$ cat config.mk
export PLATFORM = sky130hd
export DESIGN_NAME = vred_unit
export DESIGN_NICKNAME = d
export VERILOG_FILES = /design/src/rtl/vred_pkg.sv /design/src/rtl/vred_comb.sv /design/src/rtl/vred_leaf.sv /design/src/rtl/vred_tree.sv /design/src/rtl/vred_ctrl.sv /design/src/rtl/vred_unit.sv
export SDC_FILE = /design/constraint.sdc
export NUM_CORES = 1
export LEC_CHECK = 0
export CAP_MARGIN = 15
export CORE_ASPECT_RATIO = 0.5
export CORE_MARGIN = 2
export CORE_UTILIZATION = 55
export DETAILED_ROUTE_END_ITERATION = 10
export HOLD_SLACK_MARGIN = 0.06
export PLACE_DENSITY = 0.73
export SYNTH_ARGS = -nofsm -noshare
export SYNTH_HDL_FRONTEND = slang
export SYNTH_SLANG_ARGS = --single-unit
$ cat constraint.sdc
create_clock -name clk -period 7 [get_ports clk]
set_input_delay 2.1 -clock clk [delete_from_list [all_inputs] [get_ports clk]]
set_output_delay 2.1 -clock clk [all_outputs]
set_load 0.01 [all_outputs]
$ cat src/rtl/vred_pkg.sv
// Package vred_pkg: opcode encoding and opcode-class helpers shared by the
// reduction unit. Assumes 4-bit opcodes with codes 10..15 undefined.
package vred_pkg;

    typedef enum logic [3:0] {
        OP_SUM   = 4'd0,
        OP_MAXU  = 4'd1,
        OP_MAX   = 4'd2,
        OP_MINU  = 4'd3,
        OP_MIN   = 4'd4,
        OP_AND   = 4'd5,
        OP_OR    = 4'd6,
        OP_XOR   = 4'd7,
        OP_WSUMU = 4'd8,
        OP_WSUM  = 4'd9
    } red_op_e;

    // True for the double-width sums
    function automatic logic op_is_wide(logic [3:0] op);
        return (op == OP_WSUMU) || (op == OP_WSUM);
    endfunction

    // True when operands are sign-extended into the datapath
    function automatic logic op_is_signed(logic [3:0] op);
        return (op == OP_MAX) || (op == OP_MIN) || (op == OP_WSUM);
    endfunction

    // True for defined opcodes
    function automatic logic op_is_known(logic [3:0] op);
        return op <= 4'd9;
    endfunction

endpackage

$ cat src/rtl/vred_comb.sv
// Module vred_comb: combines two datapath words under the current opcode.
// Assumes operands are already extended to W bits consistently with the
// opcode's signedness, so one W-bit compare serves both max/min flavours.
module vred_comb
    import vred_pkg::*;
#(
    parameter int W = 16
) (
    input  logic [3:0]   op_i,
    input  logic [W-1:0] a_i,
    input  logic [W-1:0] b_i,
    output logic [W-1:0] y_o
);

    logic a_gt;

    // Greater-than under the opcode's signedness
    always_comb begin
        if (op_is_signed(op_i)) a_gt = $signed(a_i) > $signed(b_i);
        else                    a_gt = a_i > b_i;
    end

    // Select the combining function
    always_comb begin
        case (op_i)
            OP_MAXU, OP_MAX: y_o = a_gt ? a_i : b_i;
            OP_MINU, OP_MIN: y_o = a_gt ? b_i : a_i;
            OP_AND:          y_o = a_i & b_i;
            OP_OR:           y_o = a_i | b_i;
            OP_XOR:          y_o = a_i ^ b_i;
            default:         y_o = a_i + b_i;
        endcase
    end

endmodule

$ cat src/rtl/vred_leaf.sv
// Module vred_leaf: turns raw elements into tree leaves. Inactive elements
// (mask clear or index >= vl) become the opcode's identity; every leaf is
// extended to 2*SEW bits; the scalar seed is folded into leaf 0.
// Assumes NUM_ELEM < 2**CNT_W.
module vred_leaf
    import vred_pkg::*;
#(
    parameter int NUM_ELEM = 8,
    parameter int SEW      = 8,
    parameter int CNT_W    = 4,
    localparam int W       = 2 * SEW
) (
    input  logic [3:0]                   op_i,
    input  logic [NUM_ELEM*SEW-1:0]      vec_i,
    input  logic [NUM_ELEM-1:0]          mask_i,
    input  logic [CNT_W-1:0]             vl_i,
    input  logic [W-1:0]                 scalar_i,
    output logic [NUM_ELEM-1:0][W-1:0]   leaves_o
);

    logic [SEW-1:0]                ident;
    logic                          sgn;
    logic [NUM_ELEM-1:0][W-1:0]    ext_w;
    logic [W-1:0]                  scal_ext;
    logic [W-1:0]                  fold0;

    assign sgn = op_is_signed(op_i);

    // Identity value of the opcode at element width
    always_comb begin
        case (op_i)
            OP_AND, OP_MINU: ident = '1;
            OP_MAX:          ident = {1'b1, {(SEW-1){1'b0}}};
            OP_MIN:          ident = {1'b0, {(SEW-1){1'b1}}};
            default:         ident = '0;
        endcase
    end

    // Replace inactive elements and extend each to datapath width
    always_comb begin
        for (int i = 0; i < NUM_ELEM; i++) begin
            logic            act;
            logic [SEW-1:0]  e;
            act      = mask_i[i] && (CNT_W'(i) < vl_i);
            e        = act ? vec_i[i*SEW +: SEW] : ident;
            ext_w[i] = {{SEW{sgn & e[SEW-1]}}, e};
        end
    end

    // Scalar seed: full width for widening sums, extended low half otherwise
    always_comb begin
        if (op_is_wide(op_i)) scal_ext = scalar_i;
        else scal_ext = {{SEW{sgn & scalar_i[SEW-1]}}, scalar_i[SEW-1:0]};
    end

    vred_comb #(.W(W)) u_seed (
        .op_i (op_i),
        .a_i  (scal_ext),
        .b_i  (ext_w[0]),
        .y_o  (fold0)
    );

    // Leaf 0 carries the seed, the others pass through
    always_comb begin
        leaves_o    = ext_w;
        leaves_o[0] = fold0;
    end

endmodule

$ cat src/rtl/vred_tree.sv
// Module vred_tree: registered pairwise-combining tree laid out as a heap.
// Leaves load on load_i; every internal level registers once, so the root
// is valid LEVELS cycles after the leaf load. Assumes NUM_ELEM is a power
// of two, at least 2, and op_i is stable while a reduction is in flight.
module vred_tree #(
    parameter int NUM_ELEM = 8,
    parameter int W        = 16
) (
    input  logic                        clk,
    input  logic                        rst_n,
    input  logic                        load_i,
    input  logic [3:0]                  op_i,
    input  logic [NUM_ELEM-1:0][W-1:0]  leaves_i,
    output logic [W-1:0]                root_o
);

    logic [NUM_ELEM-1:0][W-1:0] leaf_q;
    logic [W-1:0]               int_w [NUM_ELEM-1];

    // Capture the prepared leaves at an accepted start
    always_ff @(posedge clk) begin
        if (!rst_n)      leaf_q <= '0;
        else if (load_i) leaf_q <= leaves_i;
    end

    for (genvar i = 0; i < NUM_ELEM - 1; i++) begin : g_node
        localparam int LC = 2 * i + 1;
        localparam int RC = 2 * i + 2;
        logic [W-1:0] a, b, y, q;

        if (LC >= NUM_ELEM - 1) begin : g_al
            assign a = leaf_q[LC-(NUM_ELEM-1)];
        end else begin : g_ai
            assign a = int_w[LC];
        end

        if (RC >= NUM_ELEM - 1) begin : g_bl
            assign b = leaf_q[RC-(NUM_ELEM-1)];
        end else begin : g_bi
            assign b = int_w[RC];
        end

        vred_comb #(.W(W)) u_c (
            .op_i (op_i),
            .a_i  (a),
            .b_i  (b),
            .y_o  (y)
        );

        // Register this node's combined pair
        always_ff @(posedge clk) begin
            if (!rst_n) q <= '0;
            else        q <= y;
        end

        assign int_w[i] = q;
    end

    assign root_o = int_w[0];

endmodule

$ cat src/rtl/vred_ctrl.sv
// Module vred_ctrl: accepts a start when idle, latches the operation's
// control attributes, and times the done pulse with a valid shift register
// of LEVELS+1 stages. Assumes LEVELS >= 1.
module vred_ctrl
    import vred_pkg::*;
#(
    parameter int LEVELS = 3,
    parameter int CNT_W  = 4
) (
    input  logic             clk,
    input  logic             rst_n,
    input  logic             start_i,
    input  logic [3:0]       op_i,
    input  logic [CNT_W-1:0] vl_i,
    input  logic [CNT_W-1:0] vstart_i,
    input  logic             tail_agn_i,
    output logic             accept_o,
    output logic [3:0]       op_q_o,
    output logic             done_o,
    output logic             wr_ok_o,
    output logic             ill_o,
    output logic             tail_o
);

    logic          busy;
    logic [LEVELS:0] vs;

    assign accept_o = start_i && !busy;
    assign done_o   = vs[LEVELS];

    // Busy from acceptance until the done cycle ends
    always_ff @(posedge clk) begin
        if (!rst_n)        busy <= 1'b0;
        else if (accept_o) busy <= 1'b1;
        else if (done_o)   busy <= 1'b0;
    end

    // Track how far the accepted operation has travelled
    always_ff @(posedge clk) begin
        if (!rst_n) vs <= '0;
        else        vs <= {vs[LEVELS-1:0], accept_o};
    end

    // Latch the opcode, legality and tail policy at acceptance
    always_ff @(posedge clk) begin
        if (!rst_n) begin
            op_q_o  <= '0;
            wr_ok_o <= 1'b0;
            ill_o   <= 1'b0;
            tail_o  <= 1'b0;
        end else if (accept_o) begin
            op_q_o  <= op_i;
            ill_o   <= (vstart_i != '0) || !op_is_known(op_i);
            wr_ok_o <= (vstart_i == '0) && op_is_known(op_i) && (vl_i != '0);
            tail_o  <= tail_agn_i;
        end
    end

endmodule

$ cat src/rtl/vred_unit.sv
// Module vred_unit: masked integer reduction of a vector into element 0.
// One operation in flight; result, write grant and illegal flag are valid
// in the single done cycle. Assumes NUM_ELEM is a power of two >= 2 and
// SEW is 8, 16 or 32.
module vred_unit
    import vred_pkg::*;
#(
    parameter int NUM_ELEM = 8,
    parameter int SEW      = 8,
    localparam int LEVELS  = $clog2(NUM_ELEM),
    localparam int CNT_W   = LEVELS + 1,
    localparam int W       = 2 * SEW
) (
    input  logic                     clk,
    input  logic                     rst_n,
    input  logic                     start_i,
    input  logic [3:0]               op_i,
    input  logic [NUM_ELEM*SEW-1:0]  vec_i,
    input  logic [NUM_ELEM-1:0]      mask_i,
    input  logic [CNT_W-1:0]         vl_i,
    input  logic [CNT_W-1:0]         vstart_i,
    input  logic [W-1:0]             scalar_i,
    input  logic                     tail_agn_i,
    output logic [W-1:0]             res_o,
    output logic                     we_o,
    output logic                     done_o,
    output logic                     ill_o,
    output logic                     tail_fill_o
);

    logic                        accept;
    logic [3:0]                  op_q;
    logic                        done;
    logic                        wr_ok;
    logic                        ill_q;
    logic                        tail_q;
    logic [NUM_ELEM-1:0][W-1:0]  leaves;
    logic [W-1:0]                root;

    vred_ctrl #(.LEVELS(LEVELS), .CNT_W(CNT_W)) u_ctrl (
        .clk        (clk),
        .rst_n      (rst_n),
        .start_i    (start_i),
        .op_i       (op_i),
        .vl_i       (vl_i),
        .vstart_i   (vstart_i),
        .tail_agn_i (tail_agn_i),
        .accept_o   (accept),
        .op_q_o     (op_q),
        .done_o     (done),
        .wr_ok_o    (wr_ok),
        .ill_o      (ill_q),
        .tail_o     (tail_q)
    );

    vred_leaf #(.NUM_ELEM(NUM_ELEM), .SEW(SEW), .CNT_W(CNT_W)) u_leaf (
        .op_i     (op_i),
        .vec_i    (vec_i),
        .mask_i   (mask_i),
        .vl_i     (vl_i),
        .scalar_i (scalar_i),
        .leaves_o (leaves)
    );

    vred_tree #(.NUM_ELEM(NUM_ELEM), .W(W)) u_tree (
        .clk      (clk),
        .rst_n    (rst_n),
        .load_i   (accept),
        .op_i     (op_q),
        .leaves_i (leaves),
        .root_o   (root)
    );

    // Narrow results occupy the low half only
    always_comb begin
        if (op_is_wide(op_q)) res_o = root;
        else                  res_o = {{SEW{1'b0}}, root[SEW-1:0]};
    end

    assign done_o      = done;
    assign we_o        = done && wr_ok;
    assign ill_o       = done && ill_q;
    assign tail_fill_o = done && wr_ok && tail_q;

endmodule

==> impl_metrics.ini <==
[global_route]
grt_max_degree = 86
grt_first_pass_wirelength_um = 88700
grt_pass1_vias = 16359
grt-ovfl-total = 0
grt_antenna_before_repair = 6
grt.total_usage_pct = 31.1

[synthesis]
muxShareOfSynthArea_pct = 1.93
yosys-top-cells-area = ha_1 21%, dfxtp_1 20%, a21oi_1 6.0%
seq_area_frac_synth_pct = 20.1
synth-xor-area-share_pct = 3.42
ys_ff_latch = 185
syn_nets = 2766
synth_compound_area_share_pct = 32.6
synth_common_cells = 303 x ha_1, 237 x inv_1, 221 x a21oi_1
yosysWarnings = 0
synthMostInstantiatedCell = ha_1
synth-simple-area-share_pct = 11.8
synth_area_mm2 = 0.0185
synth_edf_count = 0
syn_area_per_cell_um2 = 7.86
yosysTopAreaCellShare_pct = 20.5
syn_inst = 2348
synthFlopType = dfxtp_1
synthDistinctLibCells = 84
synth_fa_ha_area_share_pct = 21.7
synth_top_family_by_area = compound AO/OA/AOI/OAI gates
async_flop_share_pct = 0
synth_largest_area_cell = ha_1

[floorplanning]
fp.dieH_um = 134
fp.dieW_um = 263
initial_core_util_pct = 55.8
core_area_mm2 = 0.0330
io_pins = 124
dieArea_mm2 = 0.0351
rows = 47

[worst_setup_path]
regToRegStartpoint = u_tree.g_node[5].b[1]$_SDFFE_PN0P_
worst-path-stages = 18
cp-start-kind = input pin
reg2reg_slack_ns = 1.82
worst-r2r-cell-count = 14
cp_num_buf_inv = 5
crit_fanout = 10
slowest_delay_ns = 0.45
cp_cell_sequence = clkdlybuf4s50_1 > or2_2 > or3_1 > buf_4 > a21oi_1 > a31o_2 > inv_1 > ha_1 > inv_2 > a221o_1 > a41o_1 > o31a_1 > nor4b_2 > mux2i_2 > buf_4 > a22o_1 > a21oi_1 > a221oi_1
worst_ep_arrival_time_ns = 6.86
worst_setup_path_end_kind = flop
rr_endpoint = u_tree.g_node[2].a[1]$_SDFF_PN0_
crit_slowest_cell = clkdlybuf4s50_1
crit_required_ns = 7.36
crit_family = compound AO/OA/AOI/OAI gates
path_class = input pin to flop

[clock_tree]
cts_hold_buf = 0
clock_path_buffers = 2
cts_tree = done
post_cts_buffers = 0
worst_skew_pair.late_latency_ns = 0.47
clk_pin_slew_ns = 0.07
htreeDepth = 4
cts_root_buf = clkbuf_16
cts_resized = 0
cts_sinks = 185
cts-buffers-inserted = 17

[sta]
final_max_slew_viol_count = 0
fin_ws_ns = 0.505
fin_skew_ns = 0.0150
hold_viol = 0
min_period_ns = 6.50
min_period_over_period_pct = 92.8
rsz0062_at_grt = false
fmax_mhz = 154
finalSetupViolCount = 0
tns_ns = 0
maxSlewHeadroom_pct = 27.1
tightest_slew_ns = 1.07

[status]
status = completed

[finish]
area_growth_pct = 10.9
fillers = 2987
nNetsFinal = 2795
regArea_mm2 = 0.00370
stdcell_area_mm2 = 0.0205
drive_above_1_share_pct = 5.28
multiInputGateArea_mm2 = 0.0132
finish.utilization_pct = 62.0

[drt]
detail_route.wl_per_cell_um = 19.7
vias_per_cell = 6.24
drtPass1Iterations = 6
num_vias = 17670
drc = 0
drt_iter0_markers = 1725
drt_wl_total_um = 55600
final_antenna_net_count = 0

[worst_hold_path]
hold_depth = 1
holdPathEnd = u_ctrl.vs[3]$_SDFF_PN0_
min_path_type = flop to flop
hp-start = u_ctrl.vs[2]$_SDFF_PN0_

[placement]
dpl_cell_area_mm2 = 0.0199
io_buffers = 123
hpwl_um = 40800
dp_slack_ns = -0.228
routabilityCongestion = 0.986

[pwr]
p_leak_nw = 8.20
powerDensity_mw_per_mm2 = 188
irDropWorstVdd_mv = 0.148

[run]
max_cap_violations = 0
cell type report:
cell class                 instances  area share [%]
inverter                         240            4.41
sequential                       185            18.1
multi-input combinational       1768            64.5
clock buffer                      19            2.16
tap                              441            2.69
antenna                            2          0.0244
clock inverter                    10           0.574
timing repair buffer             165            7.53
flip-flops by register name, indices dropped and copies added (netlist names):
name / count
u_tree.root_o: 16
u_ctrl.ill_o: 1
u_tree.g_node.a: 85
u_ctrl.tail_o: 1
u_ctrl.busy: 1
u_ctrl.wr_ok_o: 1
u_tree.g_node.b: 72
u_ctrl.op_q_o: 4
u_ctrl.vs: 4
cell usage in the layout, fill, tap and decap left out, types with 13 or more instances in the layout:
master and instances:
mux2i_1 23, buf_4 42, clkbuf_16 17, a211oi_1 40
nand3_1 15, nand2_1 123, a31oi_1 51, inv_1 236
or3_1 23, a21oi_1 221, nor2b_1 19, o22ai_1 17
xnor2_1 40, o21bai_1 24, o21a_1 27, o211ai_1 30
o21ai_0 184, clkdlybuf4s50_1 122, and2_1 13, ha_1 303
a22oi_1 56, nor3_1 27, a21o_1 29, a221oi_1 106
nor4_1 22, nand2b_1 21, nor2_1 128, xor2_1 32
dfxtp_1 185
report_power, final:
part / switching, W / internal [W] / total [W] / leakage, nW
registers: 0.000129 / 0.00117 / 0.00130 / 1.52
logic: 0.000942 / 0.000642 / 0.00158 / 6.41
clock network: 0.000457 / 0.000503 / 0.000960 / 0.264
worst max path at each step:
stage,start,end
6_report,vl_i[2],u_tree.g_node[3].a[12]$_SDFFE_PN0P_
5_1_grt,vl_i[2],u_tree.g_node[3].a[12]$_SDFFE_PN0P_
2_1_floorplan,vl_i[3],u_tree.g_node[3].a[12]$_SDFFE_PN0P_
3_5_place_dp,vl_i[2],u_tree.g_node[3].a[12]$_SDFFE_PN0P_
4_1_cts,vl_i[2],u_tree.g_node[3].a[12]$_SDFFE_PN0P_
3_3_place_gp,vl_i[2],u_tree.g_node[3].a[12]$_SDFFE_PN0P_
stage by stage:
stage          power [W]  cells  hold slack [ns]
6_report         0.00384   2830            0.439
4_1_cts          0.00382   2828            0.444
3_5_place_dp     0.00286   2799            0.425
3_3_place_gp     0.00284   2799            0.415
2_1_floorplan    0.00241   2348            0.412
5_1_grt          0.00407   2828            0.469
logic make-up after synthesis:
family,Yosys count
AOI/OAI and AO/OA,901
and+or+nand+nor,447
buffers and inverters,395
adders and majority gates,314
DFF,185
xor gates and xnor gates,72
muxes,34
metal layers:
metal	vias to the layer above	GRT usage, %	part of all wire [%]
met5	-	0	0.058
li1	8582	-	-
met4	4	7.94	1.6
met2	712	47.9	43
met3	79	5.90	8.3
met1	8293	44.7	47
worst reg2reg max path, delay by kind of cell (launching register included):
kind	cells	cell delay, ns
compound gates	6	1.83
xor+xnor	1	0.10
fa+ha+maj	2	0.84
buf+inv	1	0.13
flops	1	0.44
mux	1	0.82
simple gates	3	0.83
Note: power is estimated with default switching activity, not from simulation.
